`config.mk`:
```
export PLATFORM = sky130hd
export DESIGN_NAME = pulse_capture_timer
export DESIGN_NICKNAME = d
export VERILOG_FILES = /design/src/rtl/pct_pkg.sv /design/src/rtl/pct_sync_edge.sv /design/src/rtl/pct_prescaler.sv /design/src/rtl/pct_measure.sv /design/src/rtl/pct_result.sv /design/src/rtl/pulse_capture_timer.sv
export SDC_FILE = /design/constraint.sdc
export NUM_CORES = 1
export LEC_CHECK = 0
export BUFFER_PORTS_ARGS = -buffer_cell sky130_fd_sc_hd__buf_2
export CORE_ASPECT_RATIO = 0.6
export CORE_UTILIZATION = 40
export CTS_CLUSTER_DIAMETER = 60
export DETAILED_ROUTE_END_ITERATION = 8
export GPL_TIMING_DRIVEN = 0
export PLACE_DENSITY_LB_ADDON = 0.15
export SYNTH_ARGS = -nofsm -noshare
export SYNTH_HDL_FRONTEND = slang
export SYNTH_SLANG_ARGS = --single-unit
```
`constraint.sdc`:
```
create_clock -name clk -period 4.63 [get_ports clk]
set_input_delay 0.2315 -clock clk [delete_from_list [all_inputs] [get_ports clk]]
set_output_delay 0.2315 -clock clk [all_outputs]
set_load 0.03 [all_outputs]
```
`src/rtl/pct_pkg.sv`:
```
package pct_pkg;
  typedef enum logic [1:0] {
    M_HIGH = 2'b00,
    M_LOW  = 2'b01,
    M_RISE = 2'b10,
    M_FALL = 2'b11
  } meas_mode_t;

  typedef enum logic [1:0] {
    ST_IDLE  = 2'b00,
    ST_ARMED = 2'b01,
    ST_COUNT = 2'b10
  } meas_state_t;

  localparam logic [1:0] A_CTRL = 2'd0;
  localparam logic [1:0] A_STAT = 2'd1;
  localparam logic [1:0] A_RES  = 2'd2;
  localparam logic [1:0] A_DIV  = 2'd3;

  localparam int PRESC_W = 6;
  localparam int EDGE_W  = 9;

  function automatic logic [PRESC_W-1:0] presc_len(input logic [1:0] sel);
    case (sel)
      2'b00:   return PRESC_W'(4);
      2'b01:   return PRESC_W'(16);
      default: return PRESC_W'(32);
    endcase
  endfunction

  function automatic logic [EDGE_W-1:0] div_rate(input logic [1:0] code);
    case (code)
      2'b00:   return EDGE_W'(4);
      2'b01:   return EDGE_W'(16);
      2'b10:   return EDGE_W'(64);
      default: return EDGE_W'(256);
    endcase
  endfunction
endpackage

```
`src/rtl/pct_sync_edge.sv`:
```
module pct_sync_edge #(
  parameter int STAGES = 2
) (
  input  logic clk,
  input  logic rst_n,
  input  logic pin,
  output logic rise,
  output logic fall
);
  logic [STAGES-1:0] chain_q;
  logic              prev_q;
  logic              synced;

  generate
    if (STAGES == 1) begin : g_one
      always_ff @(posedge clk or negedge rst_n)
        if (!rst_n) chain_q <= '0;
        else        chain_q <= pin;
    end else begin : g_many
      always_ff @(posedge clk or negedge rst_n)
        if (!rst_n) chain_q <= '0;
        else        chain_q <= {chain_q[STAGES-2:0], pin};
    end
  endgenerate

  assign synced = chain_q[STAGES-1];

  always_ff @(posedge clk or negedge rst_n)
    if (!rst_n) prev_q <= 1'b0;
    else        prev_q <= synced;

  assign rise = synced & ~prev_q;
  assign fall = ~synced & prev_q;
endmodule

```
`src/rtl/pct_prescaler.sv`:
```
module pct_prescaler
  import pct_pkg::*;
(
  input  logic               clk,
  input  logic               rst_n,
  input  logic               clear,
  input  logic               enable,
  input  logic [PRESC_W-1:0] len,
  output logic               tick
);
  logic [PRESC_W-1:0] cnt_q;
  logic               wrap;

  assign wrap = (cnt_q == len - PRESC_W'(1));
  assign tick = enable & wrap;

  always_ff @(posedge clk or negedge rst_n)
    if (!rst_n)      cnt_q <= '0;
    else if (clear)  cnt_q <= '0;
    else if (enable) cnt_q <= wrap ? '0 : cnt_q + PRESC_W'(1);
endmodule

```
`src/rtl/pct_measure.sv`:
```
module pct_measure
  import pct_pkg::*;
#(
  parameter int CNT_W = 16
) (
  input  logic             clk,
  input  logic             rst_n,
  input  logic             run,
  input  logic             cont,
  input  meas_mode_t       mode,
  input  logic             div_en,
  input  logic [1:0]       div_code,
  input  logic             rise,
  input  logic             fall,
  input  logic             tick,
  output logic             presc_clear,
  output logic             presc_en,
  output logic             latch,
  output logic [CNT_W-1:0] res_val,
  output logic             sat_evt,
  output logic             busy
);
  localparam logic [CNT_W-1:0] CNT_MAX = {CNT_W{1'b1}};

  meas_state_t       state_q;
  logic [CNT_W-1:0]  cnt_q, cnt_nxt;
  logic [EDGE_W-1:0] ecnt_q, need;
  logic              start_edge, end_edge, period, finish, counting;

  always_comb begin
    case (mode)
      M_HIGH:  begin start_edge = rise; end_edge = fall; end
      M_LOW:   begin start_edge = fall; end_edge = rise; end
      M_RISE:  begin start_edge = rise; end_edge = rise; end
      default: begin start_edge = fall; end_edge = fall; end
    endcase
  end

  assign period   = mode[1];
  assign need     = (period && div_en) ? div_rate(div_code) : EDGE_W'(1);
  assign counting = (state_q == ST_COUNT);
  assign finish   = counting && run && end_edge && (ecnt_q == need - EDGE_W'(1));
  assign cnt_nxt  = (tick && cnt_q != CNT_MAX) ? cnt_q + CNT_W'(1) : cnt_q;

  assign latch       = finish;
  assign res_val     = cnt_nxt;
  assign sat_evt     = counting && tick && (cnt_q == CNT_MAX);
  assign presc_en    = counting;
  assign presc_clear = !counting || finish;
  assign busy        = (state_q != ST_IDLE);

  always_ff @(posedge clk or negedge rst_n) begin
    if (!rst_n) begin
      state_q <= ST_IDLE;
      cnt_q   <= '0;
      ecnt_q  <= '0;
    end else if (!run) begin
      state_q <= ST_IDLE;
    end else begin
      case (state_q)
        ST_IDLE: state_q <= ST_ARMED;
        ST_ARMED:
          if (start_edge) begin
            state_q <= ST_COUNT;
            cnt_q   <= '0;
            ecnt_q  <= '0;
          end
        ST_COUNT:
          if (finish) begin
            if (!cont)       state_q <= ST_IDLE;
            else if (period) begin
              cnt_q  <= '0;
              ecnt_q <= '0;
            end else         state_q <= ST_ARMED;
          end else begin
            cnt_q <= cnt_nxt;
            if (end_edge) ecnt_q <= ecnt_q + EDGE_W'(1);
          end
        default: state_q <= ST_IDLE;
      endcase
    end
  end


  sat_hold_chk: assert property (@(posedge clk) disable iff (!rst_n)
    (counting && run && cnt_q == CNT_MAX && !end_edge) |=> (cnt_q == CNT_MAX));


  single_stop_chk: assert property (@(posedge clk) disable iff (!rst_n)
    (latch && !cont) |=> (state_q == ST_IDLE));
endmodule

```
`src/rtl/pct_result.sv`:
```
module pct_result #(
  parameter int CNT_W = 16
) (
  input  logic             clk,
  input  logic             rst_n,
  input  logic             latch,
  input  logic [CNT_W-1:0] val,
  input  logic             rd_res,
  input  logic             clr_done,
  input  logic             clr_sat,
  input  logic             sat_evt,
  output logic [CNT_W-1:0] result,
  output logic             err,
  output logic             done,
  output logic             sat
);
  logic full_q;

  always_ff @(posedge clk or negedge rst_n) begin
    if (!rst_n) begin
      result <= '0;
      full_q <= 1'b0;
      err    <= 1'b0;
    end else if (latch) begin
      result <= val;
      full_q <= 1'b1;
      if (full_q) err <= 1'b1;
    end else if (rd_res) begin
      full_q <= 1'b0;
      err    <= 1'b0;
    end
  end

  always_ff @(posedge clk or negedge rst_n) begin
    if (!rst_n)        done <= 1'b0;
    else if (latch)    done <= 1'b1;
    else if (clr_done) done <= 1'b0;
  end

  always_ff @(posedge clk or negedge rst_n) begin
    if (!rst_n)       sat <= 1'b0;
    else if (sat_evt) sat <= 1'b1;
    else if (clr_sat) sat <= 1'b0;
  end


  overrun_err_chk: assert property (@(posedge clk) disable iff (!rst_n)
    (latch && full_q) |=> err);


  rd_clear_chk: assert property (@(posedge clk) disable iff (!rst_n)
    (rd_res && !latch) |=> !err);


  hold_result_chk: assert property (@(posedge clk) disable iff (!rst_n)
    !latch |=> $stable(result));
endmodule

```
`src/rtl/pulse_capture_timer.sv`:
```
module pulse_capture_timer
  import pct_pkg::*;
#(
  parameter int CNT_W       = 16,
  parameter int DATA_W      = 16,
  parameter int SYNC_STAGES = 2
) (
  input  logic              clk,
  input  logic              rst_n,
  input  logic              pin_in,
  input  logic              wr_en,
  input  logic              rd_en,
  input  logic [1:0]        addr,
  input  logic [DATA_W-1:0] wdata,
  output logic [DATA_W-1:0] rdata,
  output logic              irq
);
  logic       run_q, cont_q, irq_en_q, div_en_q;
  logic [1:0] sel_q, div_code_q;
  meas_mode_t mode_q;

  logic wr_ctrl, wr_stat, wr_div, rd_res;
  logic rise, fall, tick, presc_clear, presc_en, latch, sat_evt, busy;
  logic err, done, sat;
  logic [CNT_W-1:0] res_val, result;
  logic unused_wbits;

  assign wr_ctrl = wr_en && (addr == A_CTRL);
  assign wr_stat = wr_en && (addr == A_STAT);
  assign wr_div  = wr_en && (addr == A_DIV);
  assign rd_res  = rd_en && (addr == A_RES);
  assign unused_wbits = ^wdata[DATA_W-1:8];

  always_ff @(posedge clk or negedge rst_n) begin
    if (!rst_n) begin
      run_q    <= 1'b0;
      cont_q   <= 1'b0;
      sel_q    <= 2'b00;
      mode_q   <= M_HIGH;
      irq_en_q <= 1'b0;
      div_en_q <= 1'b0;
    end else if (wr_ctrl) begin
      run_q    <= wdata[0];
      cont_q   <= wdata[1];
      sel_q    <= wdata[3:2];
      mode_q   <= meas_mode_t'(wdata[5:4]);
      irq_en_q <= wdata[6];
      div_en_q <= wdata[7];
    end else if (latch && !cont_q) begin
      run_q <= 1'b0;
    end
  end

  always_ff @(posedge clk or negedge rst_n)
    if (!rst_n)      div_code_q <= 2'b00;
    else if (wr_div) div_code_q <= wdata[1:0];

  pct_sync_edge #(.STAGES(SYNC_STAGES)) u_sync (
    .clk(clk), .rst_n(rst_n), .pin(pin_in), .rise(rise), .fall(fall)
  );

  pct_prescaler u_presc (
    .clk(clk), .rst_n(rst_n), .clear(presc_clear), .enable(presc_en),
    .len(presc_len(sel_q)), .tick(tick)
  );

  pct_measure #(.CNT_W(CNT_W)) u_meas (
    .clk(clk), .rst_n(rst_n), .run(run_q), .cont(cont_q), .mode(mode_q),
    .div_en(div_en_q), .div_code(div_code_q), .rise(rise), .fall(fall),
    .tick(tick), .presc_clear(presc_clear), .presc_en(presc_en),
    .latch(latch), .res_val(res_val), .sat_evt(sat_evt), .busy(busy)
  );

  pct_result #(.CNT_W(CNT_W)) u_res (
    .clk(clk), .rst_n(rst_n), .latch(latch), .val(res_val), .rd_res(rd_res),
    .clr_done(wr_stat && wdata[0]), .clr_sat(wr_stat && wdata[2]),
    .sat_evt(sat_evt), .result(result), .err(err), .done(done), .sat(sat)
  );

  always_comb begin
    case (addr)
      A_CTRL:  rdata = DATA_W'({div_en_q, irq_en_q, mode_q, sel_q, cont_q, run_q});
      A_STAT:  rdata = DATA_W'({busy, sat, err, done});
      A_RES:   rdata = DATA_W'(result);
      default: rdata = DATA_W'(div_code_q);
    endcase
  end

  assign irq = done & irq_en_q;


  irq_follow_chk: assert property (@(posedge clk) disable iff (!rst_n)
    (latch && irq_en_q && !wr_ctrl) |=> irq);
endmodule

```
## Word level (Yosys, flattened, before mapping)

Index checks and enable logic that the tools add are counted.

| cells by class | value |
|---|---|
| $add $sub $neg | 5 |
| multiply operators | 0 |
| divide/modulo/power cells | 0 |
| order comparisons | 0 |
| equality and inequality tests | 22 |
| shift-type cells | 0 |
| multiplexer cells | 37 |
| bitwise logic cells | 6 |
| reductions and logical operators | 35 |

Operator list:

| kind | number |
|---|---|
| $mux W16 | 5 |
| $mux W9 | 6 |
| $pmux W16 S3 | 1 |
| $pmux W16 S2 | 1 |
| $pmux W9 S3 | 1 |
| $mux W6 | 3 |
| $pmux W9 S2 | 1 |
| $add A16 B1 Y16 const B | 1 |
| $eq A16 B16 Y1 const B | 1 |
| $ne A16 B16 Y1 const B | 1 |
| $logic_and A1 B1 Y1 | 14 |
| $reduce_bool A2 Y1 | 7 |
| $mux W1 | 12 |
| $pmux W6 S2 | 1 |
| $eq A2 B1 Y1 const B | 5 |
| $eq A2 B2 Y1 const B | 5 |
| $logic_not A2 Y1 | 5 |
| $mux W2 | 5 |
| $add A9 B1 Y9 const B | 1 |
| $eq A9 B9 Y1 | 1 |
| $ne A3 B3 Y1 const B | 3 |
| $sub A9 B1 Y9 const B | 1 |
| $add A6 B1 Y6 const B | 1 |
| $eq A6 B6 Y1 | 1 |
| other kinds (14) | 22 |

| storage, ports and cells | value |
|---|---|
| register bits | 66 |
| latch bits | 0 |
| bits in writable memories | 0 |
| memory bits (read-only) | 0 |
| output and inout port bits | 17 |
| word-level logic and storage cells | 123 |
| memories kept | 0 |

## Logic depth before layout (Yosys ltp)

| depth | value |
|---|---|
| depth after elaboration | 9 |
| depth in mapped cells | 9 |

## Cells and area by module

Synthesis repeated with hierarchy kept, for this count alone.

| unflattened totals | value |
|---|---|
| cell total of the unflattened synthesis | 420 |
| area, all modules | 4270.3 µm² |

Modules (own cells, without submodules):

| module | times used | cells an instance | area each (µm²) |
|---|---|---|---|
| pct_measure | 1 | 243 | 2158.3 |
| pct_result | 1 | 47 | 788.3 |
| pulse_capture_timer | 1 | 61 | 678.2 |
| pct_prescaler | 1 | 64 | 555.5 |
| pct_sync_edge | 1 | 5 | 90.1 |

## Worst setup path after synthesis

OpenSTA, ideal clock, no wires.

| path | value |
|---|---|
| path type | flip-flop to flip-flop |
| start | register u_meas.cnt_q[0] |
| end | register u_meas.cnt_q[13] |
| library setup time | 0.124 ns |
| arrival time | 1.915 ns |
| setup slack | 2.591 ns |
| stages on the path, launching flop included | 9 |
| clock period less this slack | 2.039 ns |
| cell sequence | dfrtp_1 > ha_1 > and3_1 > or3b_4 > o21a_1 > buf_6 > nand4_1 > nor3_1 > a211o_1 |

| between the ends | value |
|---|---|
| word-level cells in the longest chain between the ends | 5 |
| elaborated cells between the ends (all ways) | 6 |

Ends and longest elaborated chain:

| element | RTL line | source |
|---|---|---|
| start, declared | pct_measure.sv:26 | `logic [CNT_W-1:0] cnt_q, cnt_nxt;` |
| start signal, assigned | pct_measure.sv:76 | `cnt_q <= cnt_nxt;` |
| parallel branches: the longest is 2 deep, another holds $add A16 B1 Y16 | - |  |
| $mux W16 * | pct_measure.sv:43 | `assign cnt_nxt = (tick && cnt_q != CNT_MAX) ? cnt_q + CNT_W'(1) : cnt_q;` |
| $mux W16 * | pct_measure.sv:69 | `if (finish) begin` |
| $pmux W16 S2 * | pct_measure.sv:60 | `case (state_q)` |

Every way passes the cells marked *.
A chain may end at the register's enable or synchronous reset.

## Worst setup path in the final report

| path | value |
|---|---|
| start | register mode_q[1] |
| end | register u_meas.ecnt_q[6] |

| between the ends | value |
|---|---|
| word-level cells in the longest chain between the ends | 7 |
| elaborated cells between the ends (all ways) | 20 |

Ends and longest elaborated chain:

| element | RTL line | source |
|---|---|---|
| start, declared | pulse_capture_timer.sv:20 | `meas_mode_t mode_q;` |
| start signal, assigned | pulse_capture_timer.sv:46 | `mode_q <= meas_mode_t'(wdata[5:4]);` |
| $logic_and A1 B1 Y1, or another cell as far along | pct_measure.sv:40 | `assign need = (period && div_en) ? div_rate(div_code) : EDGE_W'(1);` |
| $mux W9 or $reduce_or A2 Y1 (tied branches) | - |  |
| $sub A9 B1 Y9 or $mux W1 (tied branches) | pct_measure.sv:42, pct_measure.sv:31 |  |
| $eq A9 B9 Y1 or $logic_and A1 B1 Y1 (tied branches) | pct_measure.sv:42 | `assign finish = counting && run && end_edge && (ecnt_q == need - EDGE_W'(1));` |
| $logic_and A1 B1 Y1 | pct_measure.sv:42 |  |
| $ne A3 B2 Y1 (no line), or another cell as far along | - |  |
| $reduce_and A6 Y1 (no line) or $pmux W9 S2 (tied branches) | - |  |
| end signal, assigned | pct_measure.sv:77 | `if (end_edge) ecnt_q <= ecnt_q + EDGE_W'(1);` |
| end, declared | pct_measure.sv:27 | `logic [EDGE_W-1:0] ecnt_q, need;` |

Several ways; a longest one is shown, not always the timed one.

==> metrics.yaml <==
grt:
  grt_pass1_wl_um: 15500
  grt_pass1_vias: 2797
  grt-ovfl-total: 0
  grt_max_degree: 67
  grt_use_total_pct: 21.5
  grt_antenna_before_repair: 0
floorplanning:
  io_pins: 40
  die_w_um: 126
  num_rows: 26
  die_height_um: 76.7
  die_area_um2: 9700
  core_area_um2: 8750
  start_util_pct: 42.5
route:
  drc: 0
  wirelength_um: 9500
  firstDrtPassIters: 4
  via_per_inst: 5.64
  antenna_left: 0
  wl_per_cell_um: 17.5
  drt_iter0_markers: 251
  vias: 3058
outcome:
  run_status: "finished with violations"
  violations: "negative hold slack"
synth:
  ys.flop_type: "dfrtp_1"
  avgSynthCellArea_um2: 9.74
  synth.area.mux_share_pct: 6.16
  synth_top_family_by_area: "simple AND/OR/NAND/NOR gates"
  synth_xor_xnor_area_share_pct: 4.47
  syn-cell-area_um2: 3720
  yosys_warnings: 0
  syn-num-nets: 410
  synthCells: 382
  synth.distinct_cells: 60
  ys_async_sr_fraction_pct: 100
  ys_ff_latch: 66
  yosysSeqAreaShare_pct: 44.4
  synth_edf_count: 0
  synthAdderAreaFrac_pct: 1.68
  synth_compound_area_share_pct: 16.6
  synthSimpleGateAreaFrac_pct: 23.2
sta:
  hold_viol: 3
  period_share_pct: 51.4
  finClkSkew_ns: 0.00810
  rsz0062_at_grt: "false"
  finalCriticalPeriod_ns: 2.38
  worstMarginPinSlew_ns: 0.858
  whs_ns: -0.000973
  final.setup.tns_ns: 0
  setup_viol: 0
  maxSlewHeadroom_pct: 42.8
  fin_ws_ns: 2.25
  max_freq_ghz: 0.420
  slew_viol_final: 0
cts:
  numCtsBuffers: 9
  holdBufCountCts: 1
  post_cts_buffers: 0
  cts_tree: "built"
  clock_latency_ns: 0.34
  cts_root_buffer: "clkbuf_16"
  cts.reportedPaths.clkPinSlew_ns: 0.06
  clockBufferDepth: 2
  cts_sinks: 66
  cts-resized-gates: 0
  h-tree-depth: 3
worst_setup_path:
  crit_type: "register to register"
  worstPathRequired_ns: 4.91
  arrival_ns: 2.66
  start_kind: "register"
  cp-end-kind: "register"
  crit_path_max_fanout: 9
power:
  swShare_pct: 27.0
  vdd_ir_drop_max_mv: 0.209
  comb_power_share_pct: 14.5
  power_mw: 1.60
  pwr_density_cell_nw_per_um2: 369
  switching_power_mw: 0.434
  seqPwrFrac_pct: 39.3
  p_int_mw: 1.17
  clockPowerShare_pct: 46.2
  cellLeakagePower_nw: 2.02
layout:
  layout-drive-gt1-share_pct: 19.8
  nets: 453
  syn_to_final_growth_pct: 16.9
  diodes: 0
  final_util_pct: 49.7
run:
  maxCapViolCount: 0
placed_design:
  portBuffers: 31
  routabilityCongestion: 0.926
  post-place-ws_ns: 2.28
  post-dp-hpwl_um: 7150
worst_hold_path:
  hold_class: "input pin to async pin"
-- synthesized netlist by cell type (all sizes together), types with 2 or more instances --
cell     n  share of area [%]
a211o   10                2.4
a31oi   17                2.9
dfrtp   66                 44
and4     4               0.94
o22ai    2               0.67
mux2     8                2.5
nand4    8                1.9
o31ai    2               0.54
and3b    2               0.47
o21ai   30                4.2
inv      6               0.61
nor3    14                1.9
nand3   20                2.7
nor2b    2               0.34
xnor2    6                1.4
clkbuf   4               0.40
and2    14                2.4
and3    14                2.4
a311oi   2               0.47
a21o     3               0.61
a32o     3               0.81
nand2b   5               0.84
xor2    13                3.1
a21oi    7                1.3
o22a     2               0.47
ha       5                1.7
o21a     2               0.40
buf     13                2.5
nor4b    2               0.64
nor3b    2               0.40
mux4     2                1.2
nand2   47                4.8
nor2    25                2.5
mux2i    9                2.4
-- stage by stage --
step	std cells	area (um2)
final	542	4350
after global routing	542	4350
after CTS	542	4350
after detailed placement	525	4020
after global placement	525	4020
after floorplan	382	3720
-- power groups by stage --
stage	Clock (mW)	Combinational, mW	Sequential (mW)
after floorplan	0	0.164	0.632
after global placement	0	0.230	0.639
after detailed placement	0	0.232	0.640
after CTS	0.753	0.234	0.630
after global routing	0.782	0.254	0.634
final	0.741	0.233	0.630
-- final cells by class --
cell class,instances,area (um2)
inverters,6,22.5
multi-input cells,293,1940
repair buffers,32,168
well taps,112,140
clock buffers,11,243
fillers,845,4400
flip-flops and latches,66,1650
clock inverters,5,77.6
plain buffers,17,109
-- logic make-up (layout without fill, tap and decap cells) --
kind of cell / count (synthesis) / count (layout)
compound gates: 87 / 87
simple gates: 163 / 163
flops: 66 / 66
fa+ha+maj: 5 / 5
mux: 19 / 19
xor+xnor: 19 / 19
buf+inv: 23 / 71
-- path summary, 6_finish.rpt --
| kind | slack [ns] | depth (start not counted) | start | to |
|---|---|---|---|---|
| worst max register to register | 2.25 | 9 | mode_q[1]$_DFFE_PN0P_ | u_meas.ecnt_q[6]$_DFFE_PN0P_ |
| worst min-delay path | -0.001 | 1 | rst_n | u_meas.ecnt_q[6]$_DFFE_PN0P_ |
| worst min register to register | 0.34 | 0 | u_sync.chain_q[0]$_DFF_PN0_ | u_sync.chain_q[1]$_DFF_PN0_ |
| worst max-delay path | 2.25 | 9 | mode_q[1]$_DFFE_PN0P_ | u_meas.ecnt_q[6]$_DFFE_PN0P_ |
| max in group asynchronous | 4.06 | 1 | rst_n | u_presc.cnt_q[5]$_DFFE_PN0P_ |
| min in group clk | 0.11 | 2 | rd_en | u_res.err$_DFFE_PN0P_ |
-- layer usage --
layer	up-vias	share of wire, %	track usage, %
li1	1489	-	-
met1	1470	55	35.0
met2	90	36	25.7
met3	9	8.1	6.84
met4	0	0.92	5.42
met5	-	0	0
-- layout by cell type, fill, tap and decap left out, types with 3 or more instances in the layout --
cell type	instances
dfrtp_1	66
nand2_1	46
buf_2	36
nor2_1	25
nand3_1	20
o21ai_1	18
a31oi_1	17
and3_1	14
nor3_1	14
and2_1	13
xor2_1	13
o21ai_0	10
a211o_1	10
mux2i_1	9
clkbuf_16	9
mux2_2	7
nand4_1	6
xnor2_1	6
clkbuf_1	5
inv_1	5
nand2b_1	5
a21oi_1	5
ha_1	5
buf_6	4
and4_1	4
buf_4	3
a32o_1	3
a21o_1	3
-- worst max-delay path, stage by stage (launching register included) --
cell	delay [ns]
dfrtp_1	0.35
buf_6	0.15
inv_1	0.09
ha_1	0.34
nand2_1	0.09
o22a_1	0.23
nor2_1	0.34
nand2_1	0.31
nor3_1	0.27
o22a_1	0.16
-- state kept, by name (all words and copies together), names as in the netlist --
register,count
u_sync.prev_q,1
u_res.result,16
u_sync.chain_q,2
irq_en_q,1
sel_q,2
u_presc.cnt_q,6
u_meas.cnt_q,16
u_res.done,1
mode_q,2
cont_q,1
run_q,1
u_meas.state_q,2
div_code_q,2
u_res.sat,1
div_en_q,1
u_meas.ecnt_q,9
u_res.err,1
u_res.full_q,1
Note: power is estimated with default switching activity, not from simulation.
